### src/rtl/fetch_pkg.sv
package fetch_pkg;
  localparam int ADDR_W = 13;
  localparam int INSN_W = 14;
  localparam int PAGE_W = 2;
  localparam int OFS_W  = ADDR_W - PAGE_W;

  typedef enum logic [1:0] {
    SRC_SEQ    = 2'd0,
    SRC_BRANCH = 2'd1,
    SRC_WRITE  = 2'd2,
    SRC_HOLD   = 2'd3
  } pc_src_e;
endpackage

### src/rtl/fetch_ctrl.sv
module fetch_ctrl
  import fetch_pkg::*;
(
  input  logic    clk_i,
  input  logic    rst_ni,
  input  logic    stall_i,
  input  logic    pc_wr_i,
  input  logic    br_take_i,
  output pc_src_e src_o,
  output logic    flush_o
);
  always_comb begin
    if (stall_i)        src_o = SRC_HOLD;
    else if (pc_wr_i)   src_o = SRC_WRITE;
    else if (br_take_i) src_o = SRC_BRANCH;
    else                src_o = SRC_SEQ;
  end

  assign flush_o = (src_o == SRC_WRITE) || (src_o == SRC_BRANCH);

  // redirect requests never reach the pipe during a stall
  p_stall_blocks_redirect_r8: assert property (@(posedge clk_i) disable iff (!rst_ni)
    stall_i |-> (src_o == SRC_HOLD) && !flush_o);

  // full write outranks paged branch
  p_write_priority_r6: assert property (@(posedge clk_i) disable iff (!rst_ni)
    (!stall_i && pc_wr_i && br_take_i) |-> (src_o == SRC_WRITE));
endmodule

### src/rtl/pc_gen.sv
module pc_gen
  import fetch_pkg::*;
#(
  parameter int AW = ADDR_W,
  parameter int PW = PAGE_W,
  localparam int OW = AW - PW
) (
  input  logic          clk_i,
  input  logic          rst_ni,
  input  pc_src_e       src_i,
  input  logic [AW-1:0] wr_addr_i,
  input  logic [PW-1:0] br_page_i,
  input  logic [OW-1:0] br_ofs_i,
  output logic [AW-1:0] pc_o
);
  logic [AW-1:0] pc_q, pc_d, br_tgt;

  generate
    if (PW > 0) begin : g_paged
      assign br_tgt = {br_page_i, br_ofs_i};
    end else begin : g_flat
      assign br_tgt = AW'(br_ofs_i);
    end
  endgenerate

  always_comb begin
    unique case (src_i)
      SRC_HOLD:   pc_d = pc_q;
      SRC_WRITE:  pc_d = wr_addr_i;
      SRC_BRANCH: pc_d = br_tgt;
      default:    pc_d = pc_q + AW'(1);
    endcase
  end

  always_ff @(posedge clk_i or negedge rst_ni) begin
    if (!rst_ni) pc_q <= '0;
    else         pc_q <= pc_d;
  end

  assign pc_o = pc_q;

  p_seq_step_r4: assert property (@(posedge clk_i) disable iff (!rst_ni)
    (src_i == SRC_SEQ) |=> pc_o == AW'($past(pc_o) + 1'b1));

  p_hold_r8: assert property (@(posedge clk_i) disable iff (!rst_ni)
    (src_i == SRC_HOLD) |=> $stable(pc_o));

  p_branch_fields_r5: assert property (@(posedge clk_i) disable iff (!rst_ni)
    (src_i == SRC_BRANCH) |=> pc_o[OW-1:0] == $past(br_ofs_i));
endmodule

### src/rtl/ir_stage.sv
module ir_stage
  import fetch_pkg::*;
#(
  parameter int AW = ADDR_W,
  parameter int IW = INSN_W
) (
  input  logic          clk_i,
  input  logic          rst_ni,
  input  logic          hold_i,
  input  logic          flush_i,
  input  logic [IW-1:0] word_i,
  input  logic [AW-1:0] pc_i,
  output logic [IW-1:0] ir_o,
  output logic [AW-1:0] ir_pc_o,
  output logic          valid_o
);
  always_ff @(posedge clk_i or negedge rst_ni) begin
    if (!rst_ni) begin
      ir_o    <= '0;
      ir_pc_o <= '0;
      valid_o <= 1'b0;
    end else if (!hold_i) begin
      ir_o    <= word_i;
      ir_pc_o <= pc_i;
      valid_o <= !flush_i;
    end
  end

  p_capture_r2: assert property (@(posedge clk_i) disable iff (!rst_ni)
    !hold_i |=> (ir_o == $past(word_i)) && (ir_pc_o == $past(pc_i)));

  p_freeze_r8: assert property (@(posedge clk_i) disable iff (!rst_ni)
    hold_i |=> $stable(ir_o) && $stable(ir_pc_o) && $stable(valid_o));
endmodule

### src/rtl/fetch_front.sv
module fetch_front
  import fetch_pkg::*;
(
  input  logic              clk_i,
  input  logic              rst_ni,
  input  logic              stall_i,
  input  logic              pc_wr_i,
  input  logic [ADDR_W-1:0] pc_wr_addr_i,
  input  logic              br_take_i,
  input  logic [PAGE_W-1:0] br_page_i,
  input  logic [OFS_W-1:0]  br_ofs_i,
  output logic [ADDR_W-1:0] pmem_addr_o,
  input  logic [INSN_W-1:0] pmem_data_i,
  output logic [INSN_W-1:0] ir_o,
  output logic [ADDR_W-1:0] ir_pc_o,
  output logic              ir_valid_o
);
  pc_src_e src;
  logic    flush;
  logic    hold;

  fetch_ctrl u_ctrl (
    .clk_i     (clk_i),
    .rst_ni    (rst_ni),
    .stall_i   (stall_i),
    .pc_wr_i   (pc_wr_i),
    .br_take_i (br_take_i),
    .src_o     (src),
    .flush_o   (flush)
  );

  pc_gen #(.AW(ADDR_W), .PW(PAGE_W)) u_pc (
    .clk_i     (clk_i),
    .rst_ni    (rst_ni),
    .src_i     (src),
    .wr_addr_i (pc_wr_addr_i),
    .br_page_i (br_page_i),
    .br_ofs_i  (br_ofs_i),
    .pc_o      (pmem_addr_o)
  );

  assign hold = (src == SRC_HOLD);

  ir_stage #(.AW(ADDR_W), .IW(INSN_W)) u_ir (
    .clk_i   (clk_i),
    .rst_ni  (rst_ni),
    .hold_i  (hold),
    .flush_i (flush),
    .word_i  (pmem_data_i),
    .pc_i    (pmem_addr_o),
    .ir_o    (ir_o),
    .ir_pc_o (ir_pc_o),
    .valid_o (ir_valid_o)
  );

  p_reset_state_r1: assert property (@(posedge clk_i)
    !rst_ni |-> (pmem_addr_o == '0) && !ir_valid_o);

  p_flush_r7: assert property (@(posedge clk_i) disable iff (!rst_ni)
    (!stall_i && (pc_wr_i || br_take_i)) |=> !ir_valid_o);

  // a bubble never lasts past one unstalled cycle
  p_single_bubble_r7: assert property (@(posedge clk_i) disable iff (!rst_ni)
    (!ir_valid_o && !stall_i && !pc_wr_i && !br_take_i) |=> ir_valid_o);

  p_write_target_r6: assert property (@(posedge clk_i) disable iff (!rst_ni)
    (!stall_i && pc_wr_i) |=> pmem_addr_o == $past(pc_wr_addr_i));

  p_stream_r3: assert property (@(posedge clk_i) disable iff (!rst_ni)
    (ir_valid_o && !stall_i && !pc_wr_i && !br_take_i) |=> ir_valid_o);
endmodule

### config.mk
export PLATFORM = sky130hd
export DESIGN_NAME = fetch_front
export DESIGN_NICKNAME = d
export VERILOG_FILES = /design/src/rtl/fetch_pkg.sv /design/src/rtl/fetch_ctrl.sv /design/src/rtl/pc_gen.sv /design/src/rtl/ir_stage.sv /design/src/rtl/fetch_front.sv
export SDC_FILE = /design/constraint.sdc
export NUM_CORES = 1
export LEC_CHECK = 0
export BUFFER_PORTS_ARGS = -buffer_cell sky130_fd_sc_hd__buf_4
export CAP_MARGIN = 20
export CORE_MARGIN = 2
export CORE_UTILIZATION = 43
export DETAILED_ROUTE_END_ITERATION = 8
export PLACE_DENSITY_LB_ADDON = 0.08
export SYNTH_ARGS = -nofsm -noshare
export SYNTH_HDL_FRONTEND = slang
export SYNTH_SLANG_ARGS = --single-unit
### constraint.sdc
create_clock -name clk_i -period 1.55 [get_ports clk_i]
set_clock_uncertainty 0.05 [all_clocks]
set_input_delay 0.0775 -clock clk_i [delete_from_list [all_inputs] [get_ports clk_i]]
set_output_delay 0.0775 -clock clk_i [all_outputs]
set_load 0.02 [all_outputs]
* Yosys cells after proc, flatten, opt, wreduce, memory -nomap -nowiden
Index checks and enable logic that the tools add are counted.
** Cells by class
- Add/sub/neg operators :: 1
- $mul :: 0
- Div/mod/pow operators :: 0
- $lt $le $gt $ge :: 0
- Equality and inequality tests :: 3
- Shift operators :: 0
- Mux-type cells :: 4
- Bitwise logic cells :: 0
- Reductions and logical operators :: 2
** Operators by type and width (number)
- 13-bit case mux with 3 select lines :: 1
- 13-bit by 1-bit adder with 13-bit output (second input constant) :: 1
- 2-bit equality test (second input constant) :: 2
- 2-bit 2-to-1 mux :: 2
- 2-bit by 1-bit equality test with 1-bit output (second input constant) :: 1
- 1-bit logical NOT :: 1
- 1-bit logical OR :: 1
- 1-bit 2-to-1 mux :: 1
** Word-level totals
- Bits in registers :: 41
- Latch bits :: 0
- RAM bits :: 0
- Memory bits (read-only) :: 0
- Bits of input ports :: 45
- Output and inout bits :: 41
- Logic and storage cells :: 14
- Memories kept :: 0

* Depth between registers and ports, before layout
- Word-level depth :: 6
- Mapped depth :: 9
- Depth with buffers taken out :: 8

* By module
A second synthesis with hierarchy kept.
** Second synthesis, totals
- Cells, all modules :: 177
- Area, all modules :: 2083.2 µm²
** Modules (own cells, without submodules)
- ir_stage :: instances 1, cells an instance 60, area each 1071.0 µm²
- pc_gen :: instances 1, cells an instance 111, area each 980.9 µm²
- fetch_ctrl :: instances 1, cells an instance 5, area each 25.0 µm²
- fetch_front :: instances 1, cells an instance 1, area each 6.3 µm²

* Least setup slack after synthesis
No wires, ideal clock.
- Kind :: register to register
- Start :: register u_pc.pc_q[1], in the netlist u_pc.pc_o[1]
- End :: register u_pc.pc_q[12], in the netlist u_pc.pc_o[12]
- Setup time :: 0.126 ns
- Arrival time :: 1.666 ns
- Path slack :: -0.292 ns
- Cell stages (with the launch flop) :: 6
- Clock period less this slack :: 1.842 ns
- Path through :: dfrtp_1 -> ha_1 -> nand2_1 -> nor4_2 -> mux2_1 -> a221o_1
** Between the ends
- Word-level cells in the longest chain between the ends :: 2
** RTL lines
- start: declaration :: line pc_gen.sv:16 : logic [AW-1:0] pc_q, pc_d, br_tgt;
- start signal: assignment :: line pc_gen.sv:37 : else pc_q <= pc_d;
- 13-bit by 1-bit adder with 13-bit output :: line pc_gen.sv:31 : default: pc_d = pc_q + AW'(1);
- 13-bit case mux with 3 select lines :: line pc_gen.sv:27 : unique case (src_i)
Every way passes these cells.
A chain may end at the register's enable or synchronous reset.

* Worst setup path in the final report
- Start :: register u_pc.pc_q[1], in the netlist u_pc.pc_o[1]
- End :: register u_pc.pc_q[10], in the netlist u_pc.pc_o[10]
Same word-level chain as after synthesis.

==> key figures <==
Run status
  • Result of the run: finished with violations
  • Failing checks: setup timing

Routing
  • Vias per cell: 5.16
  • DRC violations left: 0
  • DR pass1 iterations: 4
  • DRT antenna net count: 0
  • Total via count in the routed design: 1966
  • DRT Wirelength: 5790 um
  • Routed wire per std cell: 15.2 um
  • DRC marker count from the first detailed-route iteration: 106

Timing
  • Worst Tran Pin Value: 0.521 ns
  • Portion of the clock cycle consumed by the worst path in the final layout: 110%
  • Worst max-slew margin expressed relative to the limit: 65.3%
  • Final sum of negative setup slack: -0.363 ns
  • Final hold vios: 0
  • Count of final setup violators: 4
  • FMAX: 587 MHz
  • Slack of the critical path: -0.153 ns
  • Final Max Tran Viols: 0
  • Min Clock Period, post-route: 1.70 ns
  • Unrepaired setup endpoints after global routing: yes

CTS
  • Clock tree from TritonCTS: done
  • Clock slew at the register clock pins of the worst setup and hold paths: 0.08 ns
  • Maximum number of buffers from clock root to sink: 2
  • Worst skew pair latency: 0.29 ns
  • CTS H-tree depth: 2
  • CTS root buffer: sky130_fd_sc_hd__clkbuf_8
  • Clock buffers created by TritonCTS: 5
  • Number of clock sinks seen by CTS: 41

Pwr
  • Leakage power figure: 1.64 nW
  • Internal power component: 2.81 mW
  • Total power per unit cell area: 1280 nW/um^2
  • Net switching share of the total power: 35.1%
  • Largest voltage drop on the vdd net: 0.640 mV
  • Clock network fraction of design power: 19.2%
  • Share of power burned in combinational logic: 45.2%
  • Reg power frac: 35.6%
  • Net switching power of the design: 1.52 mW

Synth
  • Post-synthesis sequential area ratio: 50.7%
  • Net count after synthesis: 236
  • Post-synthesis instance total: 187
  • Synthesis Warnings: 0
  • Yosys top cell area share: 50.7%
  • Syn Area/Cell: 10.8 sq um
  • Yosys reg bits: 41
  • Post-synthesis instance area: 2020 sq um
  • Count of distinct cell types in the synthesized netlist: 28
  • Top cells by area in the synthesized netlist: sky130_fd_sc_hd__dfrtp_1 (51%), sky130_fd_sc_hd__mux2_1 (13%), sky130_fd_sc_hd__a221oi_1 (4.3%)
  • Cell type with the largest total area after synthesis: sky130_fd_sc_hd__dfrtp_1

Cells and area
  • Proportion of layout cells with a drive suffix above 1: 49.8%
  • Diode insertion count for antenna repair: 0
  • Final-layout fill cell count: 312
  • Final Net Count: 378
  • Relative area change from synthesis to final layout: 67.3%

Worst setup path
  • R2R depth: 5
  • Sum of buffers and inverters on the critical path: 0
  • R2R setup slack: -0.15 ns
  • Critical path startpoint category: flop
  • Critical Setup Path Class: reg2reg
  • Maximum fanout count along the critical path: 4
  • R2r startpoint: u_pc.pc_o[1]$_DFFE_PN0P_
  • Data arrival at the endpoint of the critical path: 1.83 ns
  • Critical Path Sink Type: flop
  • Critical-path top delay cell: sky130_fd_sc_hd__dfrtp_2
  • Crit path from: u_pc.pc_o[1]$_DFFE_PN0P_
  • Slowest Stage Delay on Critical Path: 0.41 ns
  • Kind of cell with the highest combined delay on the critical path: flip-flops
  • Required time of the worst setup path: 1.68 ns
  • Capture instance of the worst register-to-register path: u_pc.pc_o[10]$_DFFE_PN0P_
  • Chain of cells forming the critical path: ha_4 > nand4_1 > nor3_2 > mux2_4 > a221o_1

Floorplan
  • Standard cell core area: 4440 sq um
  • Starting density of the core: 45.5%
  • Overall die area: 5270 sq um
  • Standard-cell rows: 24
  • Die outline width: 72.6 um
  • Count of pins on the block boundary: 86
  • Chip height: 72.6 um

Hold path
  • Hold Startpoint: pc_wr_addr_i[3]
  • Class of the tightest hold or removal check: in2reg
  • Worst hold endpoint: u_pc.pc_o[3]$_DFFE_PN0P_
  • Worst hold path cell count: 4

Placement
  • Number of buffers added on ports: 85
  • Post-Place Worst Slack: -0.167 ns
  • Placer Congestion: 0.765
  • Half-perimeter wire length after detailed placement: 3870 um

Global routing
  • Number of antenna violations at the first check in global routing: 0
  • Aggregate global routing overflow: 0
  • Maximum number of pins on one net before global-route repair: 42
  • Wire length of the first global-routing pass: 9290 um
  • Combined global-route utilization of all metal layers: 22.9%
  • Via count of the first global-routing pass: 1888

Flow run
  • Number of max-cap violations: 0
==> power groups by stage <==
stage          Sequential [mW]  Clock, mW  Combinational (mW)
2_1_floorplan             1.89          0               0.556
3_3_place_gp              1.55          0                1.77
3_5_place_dp              1.56          0                1.80
4_1_cts                   1.54      0.845                1.89
5_1_grt                   1.58      0.894                2.10
6_report                  1.55      0.831                1.96
==> stage by stage <==
step           cell area [sq um]  hold WS (ns)  util [%]  total power, mW  cells
6_report                    3390        0.0751      76.2             4.33    381
5_1_grt                     3390        0.0973      76.2             4.57    381
4_1_cts                     3330        0.0706      75.0             4.27    377
3_5_place_dp                3030        0.0423      68.1             3.36    352
3_3_place_gp                3030        0.0374      68.1             3.32    352
2_1_floorplan               2070        -0.268         -             2.44    187
==> placed cells by master, fill, tap and decap left out, types with 2 or more instances in the layout <==
| cell type | Yosys | final |
|---|---|---|
| sky130_fd_sc_hd__inv_1 | 7 | 7 |
| sky130_fd_sc_hd__o21ai_1 | 4 | 4 |
| sky130_fd_sc_hd__ha_1 | 4 | 2 |
| sky130_fd_sc_hd__nand2_1 | 18 | 17 |
| sky130_fd_sc_hd__a21oi_1 | 10 | 10 |
| sky130_fd_sc_hd__a221oi_1 | 10 | 9 |
| sky130_fd_sc_hd__mux2_1 | 23 | 20 |
| sky130_fd_sc_hd__dfrtp_2 | 0 | 9 |
| sky130_fd_sc_hd__o21ai_0 | 2 | 2 |
| sky130_fd_sc_hd__buf_4 | 1 | 132 |
| sky130_fd_sc_hd__nand2b_1 | 4 | 4 |
| sky130_fd_sc_hd__nand3_1 | 4 | 3 |
| sky130_fd_sc_hd__mux2i_1 | 5 | 5 |
| sky130_fd_sc_hd__a221o_1 | 4 | 4 |
| sky130_fd_sc_hd__nor4_4 | 0 | 2 |
| sky130_fd_sc_hd__nor2_1 | 15 | 14 |
| sky130_fd_sc_hd__mux2_4 | 0 | 3 |
| sky130_fd_sc_hd__nand4_1 | 2 | 2 |
| sky130_fd_sc_hd__clkbuf_8 | 0 | 5 |
| sky130_fd_sc_hd__dlygate4sd3_1 | 0 | 15 |
| sky130_fd_sc_hd__nor3_1 | 6 | 4 |
| sky130_fd_sc_hd__a22oi_1 | 6 | 6 |
| sky130_fd_sc_hd__dfrtp_1 | 41 | 32 |
==> cells in the mapped netlist <==
cell type,count
sky130_fd_sc_hd__inv_1,7
sky130_fd_sc_hd__nor2_1,15
sky130_fd_sc_hd__buf_4,1
sky130_fd_sc_hd__xnor2_1,1
sky130_fd_sc_hd__ha_1,4
sky130_fd_sc_hd__a22oi_1,6
sky130_fd_sc_hd__buf_2,6
sky130_fd_sc_hd__a221o_1,4
sky130_fd_sc_hd__nand2b_1,4
sky130_fd_sc_hd__a21oi_1,10
sky130_fd_sc_hd__a221oi_1,10
sky130_fd_sc_hd__clkbuf_1,6
sky130_fd_sc_hd__nand2_1,18
sky130_fd_sc_hd__nand4_1,2
sky130_fd_sc_hd__mux2_1,23
sky130_fd_sc_hd__nor3b_1,1
sky130_fd_sc_hd__nand3_1,4
sky130_fd_sc_hd__o21ai_1,4
sky130_fd_sc_hd__nand3_4,1
sky130_fd_sc_hd__or2_1,1
sky130_fd_sc_hd__dfrtp_1,41
sky130_fd_sc_hd__nor3_1,6
sky130_fd_sc_hd__nand4b_1,1
sky130_fd_sc_hd__o21ai_0,2
sky130_fd_sc_hd__or2_2,1
sky130_fd_sc_hd__nor4_2,2
sky130_fd_sc_hd__mux2i_1,5
sky130_fd_sc_hd__or2b_1,1
==> worst max path at each step <==
stage                                endpoint  slack (ns)  cells past startpoint
global placement     u_pc.pc_o[2]$_DFFE_PN0P_       -0.15                      6
finish              u_pc.pc_o[10]$_DFFE_PN0P_       -0.15                      5
detailed placement   u_pc.pc_o[2]$_DFFE_PN0P_       -0.17                      6
global route        u_pc.pc_o[10]$_DFFE_PN0P_       -0.21                      5
floorplan           u_pc.pc_o[12]$_DFFE_PN0P_       -0.13                      5
CTS                 u_pc.pc_o[12]$_DFFE_PN0P_       -0.12                      4
==> state kept, by name (all words and copies together) (netlist names) <==
signal	cells
u_ir.ir_pc_o	13
u_pc.pc_o	13
u_ir.valid_o	1
u_ir.ir_o	14
==> logic make-up (layout without fill, tap and decap cells) <==
| kind of cell | Yosys count | after routing | synth area share (%) |
|---|---|---|---|
| compound gates | 36 | 36 | 12.5 |
| mux | 28 | 28 | 15.3 |
| flops | 41 | 41 | 50.7 |
| simple gates | 57 | 57 | 14.3 |
| buf+inv | 20 | 162 | 4.27 |
| xor+xnor | 1 | 1 | 0.433 |
| fa+ha+maj | 4 | 4 | 2.47 |
==> routing by layer <==
layer,GRT usage [%],up-vias,share of wire (%)
li1,-,960,-
met2,37.2,78,48
met4,6.17,0,1.5
met3,4.70,8,6.7
met1,31.2,920,44
met5,0,-,0
==> worst reg2reg max path: stages (launching register included) <==
cell and delay (ns):
sky130_fd_sc_hd__dfrtp_2 0.41, sky130_fd_sc_hd__ha_4 0.16, sky130_fd_sc_hd__nand4_1 0.12, sky130_fd_sc_hd__nor3_2 0.23
sky130_fd_sc_hd__mux2_4 0.32, sky130_fd_sc_hd__a221o_1 0.30
==> what timing repair did <==
action	CTS	global route
pin swaps	2	11
setup buffers	3	8
endpoints found under the hold margin	55	0
resized for setup	6	4
setup endpoints to repair	3	6
hold buffers	15	0
==> cell type report <==
| type | instances | area (sq um) | area share (%) |
|---|---|---|---|
| Tap cell | 52 | 65.1 | 1.92 |
| Clock inverter | 2 | 35.0 | 1.03 |
| Clock buffer | 5 | 68.8 | 2.03 |
| Timing Repair Buffer | 148 | 1160 | 34.3 |
| Multi-Input combinational cell | 126 | 992 | 29.3 |
| Sequential cell | 41 | 1040 | 30.6 |
| Inverter | 7 | 26.3 | 0.776 |
(Power assumes the default switching activity.)
